<file path="src/rtl/tformat_pkg.sv">
package tformat_pkg;
  // geometry of the layout, expressed as log2 quantities
  localparam int BPP_LOG2       = 2;  // 4 bytes per pixel
  localparam int UT_DIM_LOG2    = 2;  // micro-tile is 4x4 pixels
  localparam int ST_UT_LOG2     = 2;  // subtile is 4x4 micro-tiles
  localparam int TILE_ST_LOG2   = 1;  // tile is 2x2 subtiles

  localparam int ST_DIM_LOG2    = UT_DIM_LOG2 + ST_UT_LOG2;
  localparam int TILE_DIM_LOG2  = ST_DIM_LOG2 + TILE_ST_LOG2;
  localparam int UT_BYTES_LOG2  = BPP_LOG2 + 2 * UT_DIM_LOG2;
  localparam int ST_BYTES_LOG2  = UT_BYTES_LOG2 + 2 * ST_UT_LOG2;
  localparam int TILE_BYTES_LOG2 = ST_BYTES_LOG2 + 2 * TILE_ST_LOG2;

  typedef logic [2*TILE_ST_LOG2-1:0] slot_t;
endpackage

</file>
<file path="src/rtl/tf_tile_locator.sv">
module tf_tile_locator
  import tformat_pkg::*;
#(
  parameter int X_W    = 12,
  parameter int Y_W    = 12,
  parameter int WT_W   = 8,
  parameter int ADDR_W = 32
) (
  input  logic [X_W-1:0]    pix_x,
  input  logic [Y_W-1:0]    pix_y,
  input  logic [WT_W-1:0]   width_tiles,
  output logic [ADDR_W-1:0] tile_off,
  output logic              odd_row
);
  localparam int TX_W = X_W - TILE_DIM_LOG2;
  localparam int TY_W = Y_W - TILE_DIM_LOG2;

  logic [TX_W-1:0]   tile_x;
  logic [TY_W-1:0]   tile_y;
  logic [WT_W-1:0]   col;
  logic [ADDR_W-1:0] tile_idx;

  always_comb begin
    tile_x  = pix_x[X_W-1:TILE_DIM_LOG2];
    tile_y  = pix_y[Y_W-1:TILE_DIM_LOG2];
    odd_row = tile_y[0];
    // serpentine: odd rows are mirrored across the surface width
    if (odd_row) col = width_tiles - WT_W'(1) - WT_W'(tile_x);
    else         col = WT_W'(tile_x);
    tile_idx = ADDR_W'(tile_y) * ADDR_W'(width_tiles) + ADDR_W'(col);
    tile_off = tile_idx << TILE_BYTES_LOG2;
  end
endmodule

</file>
<file path="src/rtl/tf_subtile_order.sv">
module tf_subtile_order
  import tformat_pkg::*;
(
  input  logic  right,    // local x in upper half of tile
  input  logic  top,      // local y in upper half of tile
  input  logic  odd_row,
  output slot_t slot
);
  // even row walk: BL, TL, TR, BR ; odd row walk is the same walk
  // rotated by two positions: TR, BR, BL, TL
  always_comb begin
    slot = {right ^ odd_row, right ^ top};
  end
endmodule

</file>
<file path="src/rtl/tf_intra_offset.sv">
module tf_intra_offset
  import tformat_pkg::*;
#(
  parameter int X_W = 12,
  parameter int Y_W = 12
) (
  input  logic [X_W-1:0]           pix_x,
  input  logic [Y_W-1:0]           pix_y,
  output logic [ST_BYTES_LOG2-1:0] off
);
  // raster micro-tile inside the subtile, raster pixel inside the micro-tile
  logic [ST_UT_LOG2-1:0]  ut_col, ut_row;
  logic [UT_DIM_LOG2-1:0] px, py;

  always_comb begin
    px     = pix_x[UT_DIM_LOG2-1:0];
    py     = pix_y[UT_DIM_LOG2-1:0];
    ut_col = pix_x[ST_DIM_LOG2-1:UT_DIM_LOG2];
    ut_row = pix_y[ST_DIM_LOG2-1:UT_DIM_LOG2];
    off    = {ut_row, ut_col, py, px, {BPP_LOG2{1'b0}}};
  end
endmodule

</file>
<file path="src/rtl/tformat_addr_gen.sv">
module tformat_addr_gen
  import tformat_pkg::*;
#(
  parameter int X_W    = 12,
  parameter int Y_W    = 12,
  parameter int WT_W   = 8,
  parameter int ADDR_W = 32
) (
  input  logic              clk,
  input  logic              rst,
  input  logic              in_valid,
  output logic              in_ready,
  input  logic [X_W-1:0]    pix_x,
  input  logic [Y_W-1:0]    pix_y,
  input  logic [WT_W-1:0]   width_tiles,
  input  logic [ADDR_W-1:0] base_addr,
  output logic              out_valid,
  input  logic              out_ready,
  output logic [ADDR_W-1:0] out_addr
);
  logic [ADDR_W-1:0]        tile_off;
  logic                     odd_row;
  slot_t                    slot;
  logic [ST_BYTES_LOG2-1:0] intra;
  logic [ADDR_W-1:0]        addr_c;
  logic                     take;

  tf_tile_locator #(
    .X_W(X_W), .Y_W(Y_W), .WT_W(WT_W), .ADDR_W(ADDR_W)
  ) u_loc (
    .pix_x(pix_x), .pix_y(pix_y), .width_tiles(width_tiles),
    .tile_off(tile_off), .odd_row(odd_row)
  );

  tf_subtile_order u_ord (
    .right(pix_x[ST_DIM_LOG2]), .top(pix_y[ST_DIM_LOG2]),
    .odd_row(odd_row), .slot(slot)
  );

  tf_intra_offset #(.X_W(X_W), .Y_W(Y_W)) u_intra (
    .pix_x(pix_x), .pix_y(pix_y), .off(intra)
  );

  always_comb begin
    addr_c = base_addr + tile_off
           + (ADDR_W'(slot) << ST_BYTES_LOG2)
           + ADDR_W'(intra);
    in_ready = !out_valid || out_ready;
    take     = in_valid && in_ready;
  end

  always_ff @(posedge clk) begin
    if (rst) begin
      out_valid <= 1'b0;
      out_addr  <= '0;
    end else begin
      if (take) begin
        out_valid <= 1'b1;
        out_addr  <= addr_c;
      end else if (out_ready) begin
        out_valid <= 1'b0;
      end
    end
  end
endmodule

</file>
<file path="config.mk">
export PLATFORM = sky130hd
export DESIGN_NAME = tformat_addr_gen
export DESIGN_NICKNAME = d
export VERILOG_FILES = /design/src/rtl/tformat_pkg.sv /design/src/rtl/tf_tile_locator.sv /design/src/rtl/tf_subtile_order.sv /design/src/rtl/tf_intra_offset.sv /design/src/rtl/tformat_addr_gen.sv
export SDC_FILE = /design/constraint.sdc
export NUM_CORES = 1
export LEC_CHECK = 0
export ABC_AREA = 0
export BUFFER_PORTS_ARGS = -buffer_cell sky130_fd_sc_hd__buf_2
export CAP_MARGIN = 40
export CORE_MARGIN = 4
export CORE_UTILIZATION = 40
export DETAILED_ROUTE_END_ITERATION = 16
export PLACE_DENSITY_LB_ADDON = 0.25
export SETUP_SLACK_MARGIN = 0.3
export SLEW_MARGIN = 20
export SYNTH_ARGS = -nofsm -noshare
export SYNTH_HDL_FRONTEND = slang
export SYNTH_SLANG_ARGS = --single-unit
export TNS_END_PERCENT = 10
</file>
<file path="constraint.sdc">
create_clock -name clk -period 22.3 [get_ports clk]
set_input_delay 3.345 -clock clk [delete_from_list [all_inputs] [get_ports clk]]
set_output_delay 3.345 -clock clk [all_outputs]
set_load 0.05 [all_outputs]
</file>
==> results of run 1 <==
[power breakdown]
| group | internal [W] | switching [W] | leakage (nW) |
|---|---|---|---|
| registers | 0.0000714 | 0.00000512 | 0.272 |
| clock network | 0.0000472 | 0.0000232 | 0.0799 |
| logic | 0.000252 | 0.000399 | 2.69 |
| total | 0.000370 | 0.000427 | 3.04 |
[through the flow]
step | utilization (%) | instance area, sq um
floorplan | - | 5130
global placement | 45.6 | 5750
detailed placement | 45.7 | 5760
CTS | 46.9 | 5920
global route | 46.9 | 5920
finish | 46.9 | 5920
[path summary, 6_finish.rpt]
| path | startpoint | end | slack, ns | depth (start not counted) |
|---|---|---|---|---|
| worst min-delay path | out_addr[18] | out_addr[18] | 0.45 | 2 |
| worst max-delay path | width_tiles[0] | out_addr[31] | 12.40 | 30 |
| worst max register to register | out_valid | out_addr[21] | 20.82 | 5 |
| worst min register to register | out_addr[18] | out_addr[18] | 0.45 | 2 |
[layout make-up]
type,instances,area [sq um]
clock buffers,7,153
clock inverters,1,5.00
fillers,1270,6700
inverters,74,278
multi-input cells,511,4080
flip-flops and latches,33,661
well taps,172,215
repair buffers,103,528
[registers in the layout, indices dropped and copies added, names as in the netlist]
register	flops
out_addr	32
out_valid	1
[cell usage after synthesis, drive strengths merged (4+ instances only)]
cell | number | area, sq um
nand2b | 6 | 37.5
o31ai | 5 | 37.5
nand3 | 5 | 25.0
and3 | 6 | 38.8
o21a | 8 | 61.3
xnor2 | 24 | 210
fa | 39 | 781
and2 | 43 | 269
o21bai | 5 | 37.5
dfxtp | 33 | 661
clkbuf | 15 | 76.3
nand4 | 4 | 25.0
a21oi | 61 | 309
xor2 | 13 | 114
a31oi | 4 | 31.3
nor2b | 4 | 25.0
inv | 74 | 278
nand2 | 78 | 293
a21o | 14 | 106
o21ai | 28 | 144
ha | 72 | 901
buf | 4 | 37.5
a211oi | 9 | 67.6
nor3 | 9 | 55.1
mux2i | 4 | 40.0
nor2 | 29 | 109
o211ai | 5 | 37.5
a22o | 7 | 61.3
[cells in the final DEF (no fill, tap or decap), types with 3 or more instances in the layout]
master and n:
and2_1 43, inv_1 74, nand2b_1 6, xor2_1 13, nand2_1 78, dfxtp_1 33, a21oi_1 60, nor3_1 7
buf_2 101, nand4_1 4, ha_1 72, clkbuf_16 5, a22o_1 7, nor2b_1 4, nand3_1 5, xnor2_1 24
o21a_1 7, a31oi_1 3, o21ai_0 17, fa_1 39, and3_1 5, mux2i_1 4, a211oi_1 9, nor2_1 29
a21o_1 13, o211ai_1 5, o31ai_1 5, o21bai_1 5, o21ai_1 10
[critical path, delay by kind of cell]
family                     cells  cell delay (ns)
adders and majority gates      7             2.78
AOI/OAI and AO/OA              9             1.62
and+or+nand+nor                4             1.11
buffers and inverters          6             0.44
muxes                          2             0.42
xor gates and xnor gates       2             0.35
[per-layer routing]
layer  up-vias  track usage [%]  part of all wire, %
met4         0             2.80                  1.1
met1      2150             24.7                   47
met5         -                0                    0
met2        81             31.0                   49
li1       2358                -                    -
met3        11             1.45                  3.3
[cell families (layout without fill, tap and decap cells)]
| group | after synthesis | count (layout) | share of synthesized area [%] |
|---|---|---|---|
| XOR/XNOR | 37 | 37 | 6.31 |
| flip-flops | 33 | 33 | 12.9 |
| adder cells (fa/ha/maj) | 111 | 111 | 32.7 |
| multiplexers | 5 | 5 | 1.07 |
| buffers and inverters | 93 | 185 | 7.63 |
| AND/OR/NAND/NOR | 195 | 195 | 18.8 |
| AO/OA/AOI/OAI | 163 | 163 | 20.6 |
==> out/summary.md, run 1 <==
Port buffering added 101 buffers. The clock net in this run drives a total of 33 sinks. The number of clock buffers added by TritonCTS is 5.

The finished layout holds 901 standard cells, fillers aside. Setup repair after global routing left no endpoint under its margin. TritonCTS built the clock tree. For the DRC violation count after routing, the log shows 0. In the finished design, the share of the clock period the worst path needs comes to 44.4%.

The setup path with the least slack is of type input pin to flip-flop. The worst pin sits at a relative slew slack of 58.7%. Summed over all layers, the routed wires come to 13,100 um. Entering global routing, the biggest net connects 32 pins.

The leakage power summed over all cells is 3.04 nW. The fraction of registers with async set/reset came out at 0%. In this run the count of I/O pins placed on the die edge is 102. Setup slack closes at 12.40 ns. At the end of routability-driven placement, the weighted congestion stood at 0.927.

The number of pins exceeding their max-slew limit in the final report came out at 0. Yosys printed 0 warnings. Data on the critical path arrives at its endpoint at 10.05 ns. The worst path in the final design needs a cycle of 9.90 ns, including I/O delays and setup. For the highest clock frequency the design can meet, the log shows 101 MHz. The critical path capture point type was a flip-flop.

The core region is 12,600 sq um. The number of antenna diodes in the final layout is 0. Number of register bits inferred by synthesis: 33.

At the end of the flow, the number of nets in the layout was 907. Dividing total power by cell area gives a power density of 135 nW/um^2. The longest individual stage delay on the worst path was 0.53 ns.

The floorplan has 41 rows. Including well taps, the total number of placed cells is 893. The final total power was 0.000797 W; the detailed placer's ending HPWL was 11,500 um. For the post-CTS setup buffer count, the log shows 0. After clock tree synthesis, the flow added hold-fix buffers numbering 0. The logs give 2 for the number of H-tree levels and 21,400 um for the wire length of the first global-routing pass. The final-layout worst hold slack was 0.447 ns; the average via count per standard cell was 5.11. Clock tree synthesis selected as its root buffer the cell clkbuf_16.

STA puts the critical path data required time at 22.44 ns. Before antenna repair, the detailed router went through 4 iterations. STA classifies the critical path startpoint as an input pin. VDD sags by at most 0.0598 mV.

The wire length per cell after detailed routing was 14.6 um. The pin slew with the least headroom to its limit was 0.610 ns. For the max-cap violation count, the log shows 0.

Synthesis produced a netlist with a net count of 816. Cell at the slowest stage of the critical path: fa_1. Number of flops mapped to enable cells by yosys: 0. The signed area change from the synthesized netlist to the final layout is 15.3%, and the remaining global-route overflow is 0. Across the routed clock network, the largest skew measured is 0.00467 ns. The horizontal die dimension works out to 121 um. The later pin in the worst-skew pair is clocked with a latency of 0.27 ns. In the global route stage, overall resource usage came out at 17.9%.

The cell type with the highest occurrence count on the critical path is inv_1. The critical-path maximum fanout was 8. The average instance in the mapped netlist occupies 8.06 sq um. The post-detailed-route count of antenna-violating nets is 0, and the detailed-route via count is 4,600. Counting every instance in the synthesized netlist gives 637. The flow ran to the end, and the final reports show no timing, DRC or antenna violations. The number of hold violations in the final report is 0, and the number of gates resized after cts is 0. The number of distinct standard cells referenced by the synthesized netlist is 61, and the maximum count of clock buffers along a single path is 2. In this run, the number of DRC markers left after iteration 0 of detailed routing was 196.

Of the synthesized area, sequential elements account for 12.9%. Measured along the y axis, the die boundary spans 121 um. The final count of negative-setup-slack endpoints is 0, and the clock-pin slew on the worst setup and hold paths is 0.05 ns. The path class of the lowest-slack min-delay path is flip-flop to flip-flop. The initial antenna violation count was 0; the final-layout setup total negative slack was 0 ns. The area enclosed by the die boundary is 14,700 sq um.

Post-synthesis instance area: 5130 sq um. For the number of global-route vias before repair, the log shows 4,313. Timing analysis after detailed placement gives a worst setup slack of 12.12 ns.

The initial utilization of the core area, before any placement, comes to 40.7%. Cells with a size suffix above 1 make up 17.1% of the layout. For this run, the leading register cell type out of synthesis is dfxtp_1.
Note: power is estimated with default switching activity, not from simulation.
==> inputs of run 2 (changes only) <==
==> constraint.sdc (replaced) <==
create_clock -name clk -period 9.78 [get_ports clk]
set_input_delay 1.467 -clock clk [delete_from_list [all_inputs] [get_ports clk]]
set_output_delay 1.467 -clock clk [all_outputs]
set_load 0.05 [all_outputs]
==> out/summary.md, run 2 (synthesis gave the netlist of run 1 again) <==
The most flop-heavy register was out_addr. Adding up every negative setup slack in the final design gives 0 ns. The logs give 124 MHz for the highest clock frequency the design can meet and 5 for the number of clock buffers inserted by TritonCTS. The clock latency of the later-clocked register in the worst-skew pair is 0.28 ns. For the worst setup path, the data arrival time is 8.20 ns. The tools report the count of routing violations after the opening detailed-route iteration as 187. The cell count after placement came out at 893.

The logs give 59.3% for the worst-case headroom to the max-slew limit and 0 for the DRC violation count after routing. The first global-routing pass estimated 22,100 um of wire. The effective utilization at floorplan is 40.7%. The die is 121 um tall.

The worst path needs 8.05 ns of the cycle, external delays included. Cells with a size suffix above 1 make up 17.1% of the layout. Across all setup checks in the final design, the least slack found is 1.73 ns.

The run gives 901 as the final instance count without filler cells. The run gives 102 as the number of top-level pins. For this design the ratio of total power to cell area is 312 nW/um^2. The number of H-tree levels was 2. The largest registers in the layout are out_addr (32), out_valid (1). For this design the total switching power over the nets is 0.000989 W. The detailed placer's ending HPWL was 11,600 um.

After clock tree synthesis, the setup repair step added 0 buffers. The top cell types in the final layout, fill and taps aside, are buf_2, nand2_1, inv_1. For this design, the sink count on the clock tree is 33. TritonCTS built the clock tree.

Data on the critical path is required at its endpoint by 9.93 ns. Internal power comes to 0.000864 W. During placement, the flow inserted port buffers numbering 101.

The logs give 0 for the initial antenna violation count and 9.4% for the register share of total power. Leaving out fill and tap cells, the most frequent cell in the layout is buf_2. The final layout contains 907 nets. Between clock sinks in the finished design, the worst skew comes to 0.00358 ns. In this run the standard cell core region covers 12,600 sq um.

Leakage power summed over all cells: 3.04 nW. The flow ran to the end, and the final reports show no timing, DRC or antenna violations. STA classifies the critical path startpoint as an input pin. The run gives 4 as the number of iterations in the first detailed-routing pass. Share of power burned in the clock network: 10.0%. The count of nets left with antenna violations once routing finished came out at 0.

Setup violations remaining at the end of the flow were counted as 0. The cell at the slowest stage of the critical path was fa_1. Row generation in the floorplan step produced 41 rows. The remaining global-route overflow was 0; the placed instance area was 5760 sq um. Before CTS, the worst setup slack after placement is 1.48 ns.

The share of total power dissipated in combinational logic is 80.6%. The tightest min-delay check is of the flip-flop to flip-flop type. The number of gates resized after cts was 0. The horizontal die dimension works out to 121 um.

The logs give 14,700 sq um for the area enclosed by the die boundary and 0.923 for the final estimated routing congestion in global placement. In this run, post-CTS hold repair placed 0 buffers. The largest net degree at the start of global routing is 32. On the worst path, the slowest cell contributes a delay of 0.54 ns. Dividing the detail-routed wire length by the instance count gives 14.9 um. The number of pins exceeding their max-slew limit in the final report is 0, and the number of hold violations in the final report is 0. The final layout contains routed wiring with a total length of 13,400 um. The flip-flop count of the largest register, all copies and words added was 32. The post-route standard cell area excluding fillers was 5940 sq um; the worst IR drop on VDD was 0.139 mV. The final critical path takes up 82.3% of the cycle.

The number of global-route vias before repair is 4,444, and the signed area change from the synthesized netlist to the final layout is 15.7%. For this run, the total global-route usage over all layers was measured as 18.3%. Net switching is 53.4% of the power. The kind of critical path is input pin to flip-flop. Setup repair after global routing left no endpoint under its margin. The final route contains 4,632 vias. Clock-pin slew on the worst setup and hold paths: 0.06 ns.

For the pin with the worst max-slew slack, the measured transition is 0.601 ns. Using the TritonRoute via totals, the vias-per-cell ratio works out to 5.14. Clock tree synthesis selected as its root buffer the cell clkbuf_16. The number of fill cells in the layout was 1,288; the critical-path maximum fanout was 6.

Counting along the longest clock path gives a buffer depth of 2. 0 antenna diodes ended up in the layout. STA classifies the critical path endpoint as a flip-flop. The run gives 0 as the max-cap violation count.
run 2: layout make-up:
type	count	area [sq um]	area share, %
Multi-Input combinational cell	511	4080	68.7
Tap cell	172	215	3.62
Clock inverter	2	37.5	0.632
Sequential cell	33	661	11.1
Timing Repair Buffer	103	528	8.89
Clock buffer	6	139	2.34
Inverter	74	278	4.68
run 2: worst paths after layout:
| kind | start | endpoint | slack, ns | depth (start not counted) |
|---|---|---|---|---|
| worst max register to register | out_valid | out_addr[21] | 8.30 | 5 |
| worst max-delay path | pix_x[6] | out_addr[31] | 1.73 | 29 |
| worst min register to register | out_addr[12] | out_addr[12] | 0.45 | 2 |
| worst min-delay path | out_addr[12] | out_addr[12] | 0.45 | 2 |
run 2: per-stage QoR:
| stage | utilization (%) | power [W] | hold slack (ns) |
|---|---|---|---|
| final | 47.1 | 0.00185 | 0.448 |
| after global routing | 47.1 | 0.00204 | 0.466 |
| after detailed placement | 45.7 | 0.00166 | 0.441 |
| after floorplan | - | 0.00134 | 0.664 |
| after CTS | 47.1 | 0.00186 | 0.448 |
| after global placement | 45.6 | 0.00166 | 0.435 |
run 2: worst max-delay path: cells and delay by family:
kind	cells	cell delay, ns
XOR/XNOR	2	0.32
multiplexers	1	0.33
AO/OA/AOI/OAI	11	2.26
buffers and inverters	4	0.28
AND/OR/NAND/NOR	5	1.12
adder cells (fa/ha/maj)	6	2.40
run 2: per-layer routing:
metal | global-route usage (%) | vias to the layer above | share of wire, %
li1 | - | 2360 | -
met1 | 25.0 | 2160 | 47
met2 | 31.0 | 96 | 48
met3 | 2.05 | 16 | 3.3
met4 | 4.34 | 0 | 1.7
met5 | 0 | - | 0
run 2: power by group through the flow:
stage | combinational (W) | sequential [W] | clock (W)
floorplan | 0.00108 | 0.000265 | 0
global placement | 0.00148 | 0.000177 | 0
detailed placement | 0.00149 | 0.000178 | 0
CTS | 0.00150 | 0.000175 | 0.000189
global route | 0.00167 | 0.000178 | 0.000195
finish | 0.00149 | 0.000175 | 0.000185
